`src/rtl/wmask_pkg.sv`:
```
package wmask_pkg;
  typedef enum logic {ST_IDLE = 1'b0, ST_WAIT = 1'b1} wm_state_e;
endpackage

```
`src/rtl/wmask_merge.sv`:
```
module wmask_merge #(
  parameter int DATA_LANES = 8,
  parameter int LANE_W     = 8,
  localparam int DATA_W    = DATA_LANES * LANE_W
) (
  input  logic [DATA_W-1:0]     new_i,
  input  logic [DATA_W-1:0]     old_i,
  input  logic [DATA_LANES-1:0] be_i,
  output logic [DATA_W-1:0]     merged_o
);
  for (genvar g = 0; g < DATA_LANES; g++) begin : g_lane
    assign merged_o[g*LANE_W +: LANE_W] = be_i[g] ? new_i[g*LANE_W +: LANE_W]
                                                  : old_i[g*LANE_W +: LANE_W];
  end
endmodule

```
`src/rtl/wmask_check.sv`:
```
module wmask_check #(
  parameter int DATA_LANES = 8,
  parameter int LANE_W     = 8,
  localparam int DATA_W    = DATA_LANES * LANE_W
) (
  input  logic [DATA_W-1:0] data_i,
  output logic [LANE_W-1:0] chk_o
);
  // placeholder code: byte-wise XOR fold
  logic [LANE_W-1:0] acc [DATA_LANES+1];
  assign acc[0] = '0;
  for (genvar g = 0; g < DATA_LANES; g++) begin : g_fold
    assign acc[g+1] = acc[g] ^ data_i[g*LANE_W +: LANE_W];
  end
  assign chk_o = acc[DATA_LANES];
endmodule

```
`src/rtl/wmask_rmw_sel.sv`:
```
module wmask_rmw_sel
  import wmask_pkg::*;
#(
  parameter int DATA_LANES = 8,
  parameter int LANE_W     = 8,
  parameter int ADDR_W     = 32,
  localparam int LANES     = DATA_LANES + 1,
  localparam int DATA_W    = DATA_LANES * LANE_W,
  localparam int LINE_W    = LANES * LANE_W
) (
  input  logic                  clk_i,
  input  logic                  rst_ni,
  input  logic                  x4_mode_i,
  input  logic                  req_valid_i,
  output logic                  req_ready_o,
  input  logic [ADDR_W-1:0]     req_addr_i,
  input  logic [DATA_W-1:0]     req_data_i,
  input  logic [DATA_LANES-1:0] req_be_i,
  input  logic                  rd_valid_i,
  input  logic [DATA_W-1:0]     rd_data_i,
  output logic                  cmd_valid_o,
  output logic                  cmd_wr_o,
  output logic [ADDR_W-1:0]     cmd_addr_o,
  output logic [LINE_W-1:0]     wr_data_o,
  output logic [LANES-1:0]      dm_o,
  output logic                  dm_oe_o
);
  wm_state_e               state_q;
  logic [ADDR_W-1:0]       addr_q;
  logic [DATA_W-1:0]       data_q;
  logic [DATA_LANES-1:0]   be_q;
  logic [DATA_W-1:0]       merged;
  logic [DATA_W-1:0]       chk_src;
  logic [LANE_W-1:0]       chk;
  logic                    full_be;

  assign full_be = &req_be_i;

  wmask_merge #(.DATA_LANES(DATA_LANES), .LANE_W(LANE_W)) u_merge (
    .new_i    (data_q),
    .old_i    (rd_data_i),
    .be_i     (be_q),
    .merged_o (merged)
  );

  assign chk_src = (state_q == ST_WAIT) ? merged : req_data_i;

  wmask_check #(.DATA_LANES(DATA_LANES), .LANE_W(LANE_W)) u_check (
    .data_i (chk_src),
    .chk_o  (chk)
  );

  assign req_ready_o = (state_q == ST_IDLE);

  always_ff @(posedge clk_i or negedge rst_ni) begin
    if (!rst_ni) begin
      state_q     <= ST_IDLE;
      addr_q      <= '0;
      data_q      <= '0;
      be_q        <= '0;
      cmd_valid_o <= 1'b0;
      cmd_wr_o    <= 1'b0;
      cmd_addr_o  <= '0;
      wr_data_o   <= '0;
      dm_o        <= '0;
      dm_oe_o     <= 1'b0;
    end else begin
      cmd_valid_o <= 1'b0;
      dm_oe_o     <= 1'b0;
      unique case (state_q)
        ST_IDLE: if (req_valid_i) begin
          cmd_valid_o <= 1'b1;
          cmd_addr_o  <= req_addr_i;
          if (!x4_mode_i || full_be) begin
            cmd_wr_o  <= 1'b1;
            dm_oe_o   <= 1'b1;
            wr_data_o <= {chk, req_data_i};
            dm_o      <= {~full_be, ~req_be_i};
          end else begin
            // no mask pins: fetch line first
            cmd_wr_o  <= 1'b0;
            wr_data_o <= '0;
            dm_o      <= '0;
            addr_q    <= req_addr_i;
            data_q    <= req_data_i;
            be_q      <= req_be_i;
            state_q   <= ST_WAIT;
          end
        end
        ST_WAIT: if (rd_valid_i) begin
          cmd_valid_o <= 1'b1;
          cmd_wr_o    <= 1'b1;
          cmd_addr_o  <= addr_q;
          dm_oe_o     <= 1'b1;
          wr_data_o   <= {chk, merged};
          dm_o        <= '0;
          state_q     <= ST_IDLE;
        end
        default: state_q <= ST_IDLE;
      endcase
    end
  end
endmodule

```
`config.mk`:
```
export PLATFORM = sky130hd
export DESIGN_NAME = wmask_rmw_sel
export DESIGN_NICKNAME = d
export VERILOG_FILES = /design/src/rtl/wmask_pkg.sv /design/src/rtl/wmask_merge.sv /design/src/rtl/wmask_check.sv /design/src/rtl/wmask_rmw_sel.sv
export SDC_FILE = /design/constraint.sdc
export NUM_CORES = 1
export LEC_CHECK = 0
export BUFFER_PORTS_ARGS = -buffer_cell sky130_fd_sc_hd__buf_2
export CAP_MARGIN = 5
export CORE_ASPECT_RATIO = 1.1
export CORE_MARGIN = 8
export CORE_UTILIZATION = 35
export CTS_CLUSTER_DIAMETER = 50
export CTS_CLUSTER_SIZE = 20
export DETAILED_ROUTE_END_ITERATION = 10
export GPL_ROUTABILITY_DRIVEN = 0
export REMOVE_ABC_BUFFERS = 1
export SYNTH_ARGS = -nofsm -noshare
export SYNTH_HDL_FRONTEND = slang
export SYNTH_SLANG_ARGS = --single-unit
```
`constraint.sdc`:
```
create_clock -name clk_i -period 2.6 [get_ports clk_i]
set_input_delay 0.13 -clock clk_i [delete_from_list [all_inputs] [get_ports clk_i]]
set_output_delay 0.13 -clock clk_i [all_outputs]
set_load 0.05 [all_outputs]
```
---- Word level (Yosys, flattened, before mapping) ----
Cells that the tools add are included.
word-level totals
  register bits after elaboration ......... 221
  bits of input ports ..................... 173
  output and inout bits ................... 117
  word-level logic and storage cells ...... 61
operators by class
  eq/ne operators ......................... 2
  multiplexer cells ....................... 33
  bitwise logic cells ..................... 11
  reductions and logical operators ........ 5
operator list
  operator              count
  $mux W72              3
  $pmux W72 S2          1
  $mux W32              2
  $mux W64              1
  $mux W8               8
  $pmux W32 S2          1
  $xor A8 B8 Y8         7
  $mux W9               3
  $pmux W9 S2           1
  $mux W1               9
  $not A8 Y8            1
  $pmux W1 S2           4
  $reduce_and A8 Y1     1
  $ne A2 B2 Y1 const B  2
  $not A1 Y1            3
  $reduce_and A3 Y1     1
  $reduce_and A2 Y1     1
  $logic_not A1 Y1      1
  $logic_or A1 B1 Y1    1

---- Longest topological paths before layout ----
  word-level depth ........................ 12
  gate-level depth with buffers ........... 8
  mapped depth without buffers ............ 6

---- Hierarchy ----
A second synthesis with hierarchy kept.
unflattened totals
  cell total of the unflattened synthesis .. 1003
  area, all modules ....................... 12064.1 µm²
modules (own cells, without submodules)
  module         times used  cells an instance  area each (µm²)  seq. area each (µm²)
  wmask_rmw_sel  1           875                10522.6          5530.3
  wmask_merge    1           72                 1051.0           0.0
  wmask_check    1           56                 490.5            0.0

---- Least setup slack after synthesis ----
OpenSTA, ideal clock, no wires.
  kind .................................... flip-flop to flip-flop
  start point ............................. register state_q
  end point ............................... register wr_data_o[70]
  setup time .............................. 0.121 ns
  arrival time ............................ 1.999 ns
  data required time ...................... 2.479 ns
  setup slack ............................. 0.480 ns
  cell stages (with the launch flop) ...... 8
  path buffers ............................ 2
  period minus slack after synthesis ...... 2.120 ns
  cells stage by stage .................... dfrtp_1 buf_2 inv_2 clkbuf_1 a21oi_1 xnor2_1 xor3_1 a22o_1
on the way
  elaborated cells on any way between the ends .. 16
  those cells by class .................... eq/ne (2); mux (5); bitwise (8); reduce/logical (1)
RTL lines
  element                      RTL line             RTL
  start, declared              wmask_rmw_sel.sv:28  wm_state_e state_q;
  start signal, assigned       wmask_rmw_sel.sv:57  state_q <= ST_IDLE;
  start signal, assigned       wmask_rmw_sel.sv:87  state_q <= ST_WAIT;
  start signal, assigned       wmask_rmw_sel.sv:97  state_q <= ST_IDLE;
  $not A1 Y1 (no line) *       --
  named net req_ready_o        wmask_rmw_sel.sv:15  output logic req_ready_o,
  $ne A2 B2 Y1 (no line)       --
  $reduce_and A2 Y1 (no line)  --
  end signal, assigned         wmask_rmw_sel.sv:77  wr_data_o <= {chk, req_data_i};
  end signal, assigned         wmask_rmw_sel.sv:95  wr_data_o <= {chk, merged};
  end, declared                wmask_rmw_sel.sv:24  output logic [LINE_W-1:0] wr_data_o,
Mark *: on every way through the listed nets, which the timed path passes. The rest lies on a longest branch. The select of a mux whose other input is x is not followed.
A chain may end at the register's enable or synchronous reset.

---- Final worst setup path ----
  start point ............................. register be_q[3]
  end point ............................... register wr_data_o[65]
on the way
  word-level cells in the longest chain between the ends .. 10
  elaborated cells on any way between the ends .. 11
  those cells by class .................... mux (6); bitwise (5)
RTL lines
  element                        RTL line             RTL
  start, declared                wmask_rmw_sel.sv:31  logic [DATA_LANES-1:0] be_q;
  start signal, assigned         wmask_rmw_sel.sv:86  be_q <= req_be_i;
  $mux W8 *                      wmask_merge.sv:12    assign merged_o[g*LANE_W +: LANE_W] = be_i[g] ? new_i[g*LANE_W +: LANE_W]
  $mux W64 *                     wmask_rmw_sel.sv:46  assign chk_src = (state_q == ST_WAIT) ? merged : req_data_i;
  $xor A8 B8 Y8 * (5 in series)  wmask_check.sv:13    assign acc[g+1] = acc[g] ^ data_i[g*LANE_W +: LANE_W];
  $mux W72                       wmask_rmw_sel.sv:74  if (!x4_mode_i || full_be) begin
  $mux W72                       wmask_rmw_sel.sv:71  ST_IDLE: if (req_valid_i) begin
  $pmux W72 S2 *                 wmask_rmw_sel.sv:70  unique case (state_q)
Mark *: on every way between the ends. The rest lies on a longest branch, timed or not. The select of a mux whose other input is x is not followed.

==> flow_metrics.py <==
metrics = {
    "synthesis": {
        "ys_ff_latch": 221,
        "syn_area_per_cell_um2": 11.5,
        "synthArstFlopShare": 1.00,
        "synth_edf_count": 0,
        "synth_ff_type": "dfrtp_1",
        "seq_area_frac_synth": 0.516,
        "netlist_area_mm2": 0.0107,
        "yosysWarnings": 0,
        "synth.area.top_cells": "dfrtp_1 52%, mux2_2 15%, mux2i_1 5.2%, nor2_1 3.6%, xnor2_1 3.4%",
        "synth_area_leader_cell": "dfrtp_1",
        "synthCells": 930,
        "yosysTopAreaCellShare": 0.516,
        "synth.distinct_cells": 34,
    },
    "sta": {
        "worst_slack_ns": 0.0613,
        "slew_viol_final": 0,
        "final.period_utilization": 0.976,
        "slew_headroom": 0.585,
        "max_freq_mhz": 394,
        "tightest_slew_ns": 0.622,
        "finalHoldViolations": 0,
        "holdWs_ns": 0.0209,
        "rsz0062_at_grt": "no",
        "period_minus_slack_ns": 2.54,
        "clock_skew_ns": 0.0144,
        "setup_violations": 0,
    },
    "worst_setup_path": {
        "cp.arrival_ns": 2.96,
        "cp_data_required_time_ns": 3.02,
        "cp_top_family": "XOR/XNOR gates",
        "crit_top_cell": "xor3_1",
        "cp_slowest_cell": "dfrtp_1",
        "path_cells": "mux2_2, xor2_1, xor3_1, o21ai_0, xor3_1, a22o_1",
        "worstSetupPathType": "reg2reg",
        "cp-start-kind": "flop",
        "slowest_delay_ns": 0.66,
        "cp-end-kind": "flop",
        "worst-path-buf-inv": 0,
        "cp_max_fo": 9,
    },
    "die": {
        "die_w_um": 183,
        "io_pins": 290,
        "design.core.area_mm2": 0.0303,
        "dieArea_mm2": 0.0365,
        "initial_core_util": 0.353,
        "fp-row-count": 67,
        "die_h_um": 200,
    },
    "clock_network": {
        "cts_max_level": 1,
        "postCtsSetupBuffers": 0,
        "root_buffer": "clkbuf_16",
        "clock_latency_ns": 0.54,
        "cts.clk_slew.worst_paths_ns": 0.07,
        "cts_sinks": 221,
        "clockBufferDepth": 3,
        "cts_tree": "done",
        "cts_inserted_buffers": 28,
    },
    "global_route": {
        "grt_overflow": 0,
        "antenna_found_initial": 10,
        "grt_usage": 0.184,
        "grt_max_degree": 89,
        "grt_pass1_wl_mm": 53.0,
        "grt_pass1_vias": 9340,
    },
    "flow_run": {
        "drv_cap": 0,
    },
    "layout": {
        "final_util": 0.486,
        "drive_gt1_frac": 0.385,
        "postLayoutCellArea_mm2": 0.0148,
        "final_nets": 1495,
        "layout-area-overhead-vs-synth_pct": 37.8,
    },
    "drt": {
        "drtIter0Drc": 510,
        "viasPerCell": 4.96,
        "num_vias": 8736,
        "routedWlPerCell_um": 19.4,
        "dr.pass1.iters": 4,
        "ant_nets": 0,
        "drcViolationCount": 0,
        "wl_mm": 34.1,
    },
    "placement": {
        "post_dp_cell_area_mm2": 0.0127,
        "port_buffers": 289,
        "dp_worst_setup_slack_ns": 0.0668,
        "dp_hpwl_mm": 23.9,
    },
    "power": {
        "power.leakage_uw": 0.00684,
        "pwr-share-clk": 0.291,
        "p_int_uw": 8460,
        "peakVddDrop_uv": 558,
        "switching_share": 0.385,
        "p_switching_uw": 5290,
        "powerDensity_mw_per_mm2": 932,
        "p_seq_frac": 0.344,
        "combPwrFrac": 0.365,
    },
    "min_path": {
        "min_path_type": "in2reg",
    },
    "outcome": {
        "outcome": "completed",
    },
}
[tightest hold or removal path, stage by stage]
cell and delay [ns]:
buf_2 0.08, mux2_2 0.15, a221oi_1 0.08, nor2_1 0.09
[synth_stat cells, types with 8 or more instances]
library cell / count
mux2_2: 140
mux2i_1: 56
o21ai_0: 69
nand2_1: 90
a22o_1: 11
a221oi_1: 33
clkbuf_1: 33
xnor2_1: 41
xnor3_1: 8
a21oi_1: 29
a31oi_1: 15
dfrtp_1: 221
buf_2: 19
nor2_1: 103
[timing repair]
item / 4_1_cts / 5_1_grt
hold buffers: 111 / 0
hold endpoints to repair: 278 / 0
setup endpoints to repair: 0 / 1
resized for setup: 0 / 1
[metrics by stage]
step / TNS, ns / total power [uW] / cells
floorplan: -1144.85 / 8310 / 866
global placement: 0 / 9640 / 1595
detailed placement: 0 / 9720 / 1595
CTS: 0 / 13900 / 1757
global route: 0 / 14400 / 1759
finish: 0 / 13800 / 1761
[power by group through the flow]
stage	clock network [uW]	registers, uW	logic [uW]
2_1_floorplan	0	6280	2030
3_3_place_gp	0	4770	4880
3_5_place_dp	0	4790	4930
4_1_cts	4110	4740	5070
5_1_grt	4230	4840	5370
6_report	4000	4730	5010
[layout make-up]
class,count,area (um2)
fillers,2800,15600
clock inverters,19,219
clock buffers,32,747
inverters,4,15.0
well taps,414,518
multi-input cells,641,4880
flip-flops and latches,221,5540
repair buffers,426,2840
diodes,4,10.0
[sequential cells by signal, summed over array words and instances (netlist names)]
register and count:
dm_oe_o 1, addr_q 32, be_q 8, cmd_addr_o 32
wr_data_o 72, data_q 64, dm_o 9, state_q 1
cmd_valid_o 1, cmd_wr_o 1
[worst paths after layout]
| kind | from | to | slack (ns) | cells after the start |
|---|---|---|---|---|
| max | be_q[3] | wr_data_o[65] | 0.06 | 6 |
| min | rd_data_i[56] | wr_data_o[56] | 0.02 | 4 |
| max reg2reg | be_q[3] | wr_data_o[65] | 0.06 | 6 |
| min reg2reg | wr_data_o[21] | wr_data_o[21] | 0.47 | 2 |
| max in group asynchronous | rst_ni | cmd_addr_o[2] | 1.67 | 3 |
| min in group asynchronous | rst_ni | wr_data_o[2] | 0.11 | 2 |
[cell families (layout without fill, tap and decap cells)]
kind of cell	Yosys count	after routing	share of synthesized area
mux	203	203	0.209
xor+xnor	60	60	0.0691
simple gates	201	201	0.0723
buf+inv	68	481	0.0298
other cells	0	4	0
flops	221	221	0.516
compound gates	177	177	0.103
[metal layers]
layer | global-route usage | vias up | wire (um)
met3 | 0.0524 | 57 | 2640
met2 | 0.304 | 277 | 15900
met4 | 0.0449 | 12 | 715
met5 | 0 | - | 70
met1 | 0.234 | 4311 | 14800
li1 | - | 4079 | -
[cell usage in the layout (no fill, tap or decap), types with 4 or more instances in the layout]
cell type      instances
a221oi_1              33
dlygate4sd3_1        111
mux2i_1               56
o21ai_1                4
xor3_1                 7
mux2_4                 7
mux2_2               140
dfrtp_1              219
diode_2                4
a22o_1                11
xor2_1                 4
nand2_1               90
nor2_1               103
inv_8                  4
xnor3_1                8
clkbuf_16             29
clkinvlp_4             6
o22ai_1                5
a31oi_1               15
xnor2_1               41
buf_12                 6
buf_4                 20
buf_2                288
o21ai_0               69
a21oi_1               28
Power figures use the tool's default switching activity.
